<file path="src/rtl/scan_router_pkg.sv">
package scan_router_pkg;
  typedef enum logic [1:0] {
    MODE_SINGLE = 2'd0,
    MODE_CHAIN  = 2'd1,
    MODE_GROUP  = 2'd2,
    MODE_ACCUM  = 2'd3
  } route_mode_e;
endpackage

</file>
<file path="src/rtl/scan_sel_reg.sv">
module scan_sel_reg
  import scan_router_pkg::*;
#(
  parameter int N = 4
) (
  input  logic             tck,
  input  logic             trst_n,
  input  logic             upd_en,
  input  logic [N+1:0]     sel_in,
  output route_mode_e      mode_q,
  output logic [N-1:0]     arg_q
);
  route_mode_e new_mode;
  assign new_mode = route_mode_e'(sel_in[N+1:N]);

  // selection changes on the falling edge of the update state
  always_ff @(negedge tck or negedge trst_n) begin
    if (!trst_n) begin
      mode_q <= MODE_ACCUM;
      arg_q  <= '0;
    end else if (upd_en) begin
      mode_q <= new_mode;
      if (new_mode == MODE_ACCUM && mode_q == MODE_ACCUM)
        arg_q <= arg_q | sel_in[N-1:0];
      else
        arg_q <= sel_in[N-1:0];
    end
  end
endmodule

</file>
<file path="src/rtl/scan_decode.sv">
module scan_decode
  import scan_router_pkg::*;
#(
  parameter int N      = 4,
  parameter int GROUPS = 4,
  parameter logic [GROUPS*N-1:0] GROUP_MAP = 16'h0FA3
) (
  input  route_mode_e  mode,
  input  logic [N-1:0] arg,
  output logic [N-1:0] sel_mask,
  output logic [N-1:0] path_mask
);
  localparam int GW = (GROUPS > 1) ? $clog2(GROUPS) : 1;

  logic [GW-1:0] grp;
  logic [N-1:0]  single_mask;
  logic [N-1:0]  group_mask;

  assign grp        = arg[GW-1:0];
  assign group_mask = GROUP_MAP[int'(grp)*N +: N];

  always_comb begin
    for (int i = 0; i < N; i++)
      single_mask[i] = (int'(arg) == i);
  end

  always_comb begin
    unique case (mode)
      MODE_SINGLE: begin sel_mask = single_mask; path_mask = single_mask; end
      MODE_CHAIN:  begin sel_mask = arg;         path_mask = '1;          end
      MODE_GROUP:  begin sel_mask = group_mask;  path_mask = group_mask;  end
      default:     begin sel_mask = arg;         path_mask = arg;         end
    endcase
  end
endmodule

</file>
<file path="src/rtl/scan_link.sv">
module scan_link #(
  parameter int N = 4
) (
  input  logic         tdi,
  input  logic         bypass_q,
  input  logic [N-1:0] path_mask,
  input  logic [N-1:0] inst_so,
  output logic [N-1:0] inst_si,
  output logic         tdo
);
  logic [N:0] link;
  assign link[0] = tdi;

  for (genvar i = 0; i < N; i++) begin : g_hop
    assign inst_si[i]  = link[i];
    assign link[i+1]   = path_mask[i] ? inst_so[i] : link[i];
  end

  assign tdo = (|path_mask) ? link[N] : bypass_q;
endmodule

</file>
<file path="src/rtl/scan_router.sv">
module scan_router
  import scan_router_pkg::*;
#(
  parameter int N      = 4,
  parameter int GROUPS = 4,
  parameter logic [GROUPS*N-1:0] GROUP_MAP = 16'h0FA3
) (
  input  logic         tck,
  input  logic         trst_n,
  input  logic         tdi,
  input  logic         shift_en,
  input  logic         upd_en,
  input  logic [N+1:0] sel_in,
  input  logic [N-1:0] inst_so,
  output logic [N-1:0] inst_sel,
  output logic [N-1:0] inst_shift,
  output logic [N-1:0] inst_si,
  output logic         tdo
);
  route_mode_e  mode_q;
  logic [N-1:0] arg_q;
  logic [N-1:0] path_mask;
  logic         bypass_q;

  scan_sel_reg #(.N(N)) u_sel (
    .tck(tck), .trst_n(trst_n), .upd_en(upd_en), .sel_in(sel_in),
    .mode_q(mode_q), .arg_q(arg_q)
  );

  scan_decode #(.N(N), .GROUPS(GROUPS), .GROUP_MAP(GROUP_MAP)) u_dec (
    .mode(mode_q), .arg(arg_q), .sel_mask(inst_sel), .path_mask(path_mask)
  );

  // one-bit stage used only when no instrument is in the path
  always_ff @(posedge tck or negedge trst_n) begin
    if (!trst_n)                          bypass_q <= 1'b0;
    else if (shift_en && path_mask == '0) bypass_q <= tdi;
  end

  scan_link #(.N(N)) u_link (
    .tdi(tdi), .bypass_q(bypass_q), .path_mask(path_mask),
    .inst_so(inst_so), .inst_si(inst_si), .tdo(tdo)
  );

  assign inst_shift = shift_en ? path_mask : '0;
endmodule

</file>
<file path="config.mk">
export PLATFORM = sky130hd
export DESIGN_NAME = scan_router
export DESIGN_NICKNAME = d
export VERILOG_FILES = /design/src/rtl/scan_router_pkg.sv /design/src/rtl/scan_sel_reg.sv /design/src/rtl/scan_decode.sv /design/src/rtl/scan_link.sv /design/src/rtl/scan_router.sv
export SDC_FILE = /design/constraint.sdc
export NUM_CORES = 1
export LEC_CHECK = 0
export CORE_MARGIN = 1.5
export CORE_UTILIZATION = 38
export CTS_CLUSTER_SIZE = 28
export DETAILED_ROUTE_END_ITERATION = 8
export PLACE_DENSITY = 0.72
export SYNTH_ARGS = -nofsm -noshare
export SYNTH_HDL_FRONTEND = slang
export SYNTH_SLANG_ARGS = --single-unit
</file>
<file path="constraint.sdc">
create_clock -name tck -period 2.25 [get_ports tck]
set_input_delay 0.5625 -clock tck [delete_from_list [all_inputs] [get_ports tck]]
set_output_delay 0.5625 -clock tck [all_outputs]
set_load 0.02 [all_outputs]
</file>
# After elaboration in Yosys (flattened, before gate mapping)

Index checks and enable logic that the tools add are counted.

Input bits: 15
Logic and storage cells: 27
Flip-flop bits (word level): 7
Output and inout port bits: 13

Bitwise operators: 1
Reductions and logical operators: 6
Shift operators: 1
Muxes and demuxes: 9
Equality and inequality tests: 7

Operator list:

| cell                      | count |
|---|---|
| $shiftx A16 B5 Y4 const A | 1 |
| $pmux W4 S3               | 1 |
| $eq A4 B3 Y1 const B      | 2 |
| $logic_not A4 Y1          | 2 |
| $mux W4                   | 2 |
| $pmux W4 S2               | 1 |
| $eq A2 B2 Y1 const B      | 3 |
| $mux W1                   | 5 |
| $eq A4 B2 Y1 const B      | 1 |
| $or A4 B4 Y4              | 1 |
| $reduce_or A4 Y1          | 1 |
| $eq A2 B1 Y1 const B      | 1 |
| $logic_and A1 B1 Y1       | 2 |
| $logic_not A2 Y1          | 1 |

# Longest topological paths before layout

Word-level depth: 7
Gate-level depth with buffers: 7
Gate-level depth less buffers: 7

# By module

Synthesis repeated with hierarchy kept, for this count alone.

Cells, all modules: 79
Area total of the unflattened synthesis: 678.2 µm²

Modules (own cells, without submodules):

| module       | instances | area an instance (µm²) | seq. area each (µm²) | cells an instance |
|---|---|---|---|---|
| scan_sel_reg | 1         | 279.0                  | 152.6                | 23 |
| scan_decode  | 1         | 232.7                  | 0.0                  | 37 |
| scan_link    | 1         | 90.1                   | 0.0                  | 11 |
| scan_router  | 1         | 76.3                   | 25.0                 | 8 |

==> results.cfg <==
[run_status]
status = complete, but fails checks
violations = setup timing

[synth]
yosysTopAreaCellShare = 0.143
ys_seq_area_frac = 0.254
synth_warnings = 0
syn_nets = 99
yosysTopAreaCell = dfrtn_1
synth_seq_cells = 7
avgSynthCellArea_sq_um = 8.85
postSynthCellCount = 79
syn_area_sq_um = 699
post_synth_num_cell_types = 39
synthTopCellsByArea = dfrtn_1 (14%), ha_1 (8.9%), dfstp_2 (7.5%)

[routing]
wl_met1_microns = 1010
first_pass_iters = 4
dr_wl_met3_microns = 97
wl_met2_microns = 1370
drc = 0
drtIter0Drc = 18
top_layer = met4
viasPerCell = 5.23
routed_wirelength_microns = 2540
post_drt_wl_per_cell_microns = 15.5
drtAntennaViolNets = 0
num_vias = 857

[setup_path]
worstPathRequired_ns = 1.69
cpPeakStageDelay_ns = 0.49
cp-end-kind = output pin
cp-startpoint = u_sel.arg_q[0]
start_kind = flop
critPathBufInv = 4
crit_path_end = tdo
rr_worst_depth = 9
path_class = flop to output pin
worst-path-stages = 10
timing.rr.end = bypass_q
crit_chain = inv_2 > buf_4 > ha_4 > nor2_2 > o2111ai_4 > buf_4 > a211oi_4 > nand2_1 > a31oi_4 > buf_6
rrSetupSlack_ns = -1.08
cpLargestDelayFamily = compound AO/OA/AOI/OAI gates
cp_max_fo = 4
arrival_ns = 3.46
critPathSlowestCell = dfrtn_1
timing.rr.start = u_sel.arg_q[0]
crit_top_cell = buf_4

[timing]
worstMarginPinSlew_ns = 0.450
setup_tns_ns = -17.79
rsz0062_at_grt = yes
slew_violations = 0
relSlewSlack = 0.697
timing.final.hold_violations = 0
finalSetupViolCount = 13
finalClockSkew_ns = 0.0529
setup_ws_ns = -1.77

[cts]
htreeDepth = 1
path_clk_slew_ns = 0.05
max-clock-path-buffers = 2
ctsRootBufferMaster = clkbuf_4
cts_tree = built
cts_made_buffers = 3
clock_latency_ns = 0.30
clock-sinks = 7
cts-hold-fix-buffers = 0

[layout]
n_antenna_cell = 0
fin_nets = 160
layout_commonest_cell = buf_4
finalInstanceArea_sq_um = 1430
final_cell_mix = buf_4 (29), buf_6 (16), clkdlybuf4s50_1 (11)
drive_gt1_frac = 0.626
area_growth_pct = 104

[worst_hold_path]
hp-class = flop to flop

[placed_design]
hpwlAfterDp_microns = 1610
gp_congestion = 0.784
placed_cell_area_sq_um = 1180
pre_cts_slack_ns = -1.87
io_buffers = 27

[floorplan]
core_sq_um = 1730
io_pins = 28
die_h_microns = 45.9
die_w_microns = 45.9
rows = 15
die_area_sq_um = 2110
start_util = 0.405

[global_routing]
grt_pass1_vias = 794
antenna_found_initial = 0
track_usage = 0.237
grt_pass1_wl_microns = 3520
grt_max_degree = 8
overflow = 0

[power]
p_per_area_nw_per_um2 = 578
ir_worst_vdd_mv = 0.433
p_leak_uw = 0.000640

[run]
cap_violations = 0
-- synth_stat cells (all sizes together) --
cell / number
a211o: 1
ha: 5
inv: 6
and3: 1
a32o: 1
mux2: 5
a21o: 1
nand3: 1
nor2b: 2
nand3b: 2
o21ai: 3
o21a: 1
nand4: 2
o2111ai: 1
a21oi: 5
o311a: 1
and2: 4
nor2: 3
or2: 1
dfrtp: 1
nand2: 8
buf: 2
a211oi: 1
o31ai: 1
a22o: 4
o21ba: 1
nand2b: 2
or4b: 2
a31oi: 2
clkbuf: 3
dfstp: 2
dfrtn: 4
-- final cells by class --
cell class              instances  area (sq um)
inverters                       5          18.8
clock inverters                 2          7.51
repair buffers                 60           539
flip-flops and latches          7           178
fillers                       109           297
well taps                      25          31.3
clock buffers                   4          26.3
multi-input cells              61           629
-- timing repair --
item	4_1_cts	5_1_grt
resized for setup	87	17
pin swaps	6	8
setup buffers	9	5
cloned	0	0
endpoints found under the setup margin	20	17
-- flip-flops by register name (all words and copies together), names as in the netlist --
register and cells:
u_sel.mode_q 2, bypass_q 1, u_sel.arg_q 4
-- worst reg2reg max path, stage by stage, from the launching register on --
cell       delay, ns
dfrtn_1         0.49
inv_2           0.08
buf_4           0.15
ha_4            0.16
nor2_2          0.18
o2111ai_4       0.17
buf_4           0.18
a211oi_4        0.21
nand3_1         0.13
mux2_1          0.33
-- worst min path at each step --
stage | cells past startpoint | startpoint | end
floorplan | 0 | trst_n | bypass_q
global placement | 1 | bypass_q | bypass_q
detailed placement | 1 | bypass_q | bypass_q
CTS | 1 | bypass_q | bypass_q
global route | 1 | bypass_q | bypass_q
finish | 1 | bypass_q | bypass_q
-- per-layer routing --
layer / track usage / up-vias
met5: 0 / -
met1: 0.288 / 409
met4: 0.120 / 0
met2: 0.408 / 36
li1: - / 405
met3: 0.0238 / 7
-- where the power goes --
| part | switching (uW) | internal (uW) | total, uW |
|---|---|---|---|
| sequential | 22.5 | 150 | 173 |
| combinational | 244 | 284 | 527 |
| clock | 53.8 | 72.5 | 126 |
| total | 320 | 506 | 826 |
-- metrics by stage --
| step | util | std cells | power [uW] | hold WS (ns) |
|---|---|---|---|---|
| floorplan | - | 79 | 416 | 0.267 |
| global placement | 0.684 | 146 | 587 | 0.478 |
| detailed placement | 0.684 | 146 | 595 | 0.482 |
| CTS | 0.777 | 160 | 770 | 0.494 |
| global route | 0.828 | 164 | 878 | 0.523 |
| finish | 0.828 | 164 | 826 | 0.487 |
-- cells by family after synthesis --
| family | after synthesis | synth area share |
|---|---|---|
| adder cells (fa/ha/maj) | 5 | 0.0894 |
| AND/OR/NAND/NOR | 28 | 0.229 |
| flip-flops | 7 | 0.254 |
| AO/OA/AOI/OAI | 23 | 0.267 |
| buffers and inverters | 11 | 0.0751 |
| multiplexers | 5 | 0.0859 |
Power figures use the tool's default switching activity.
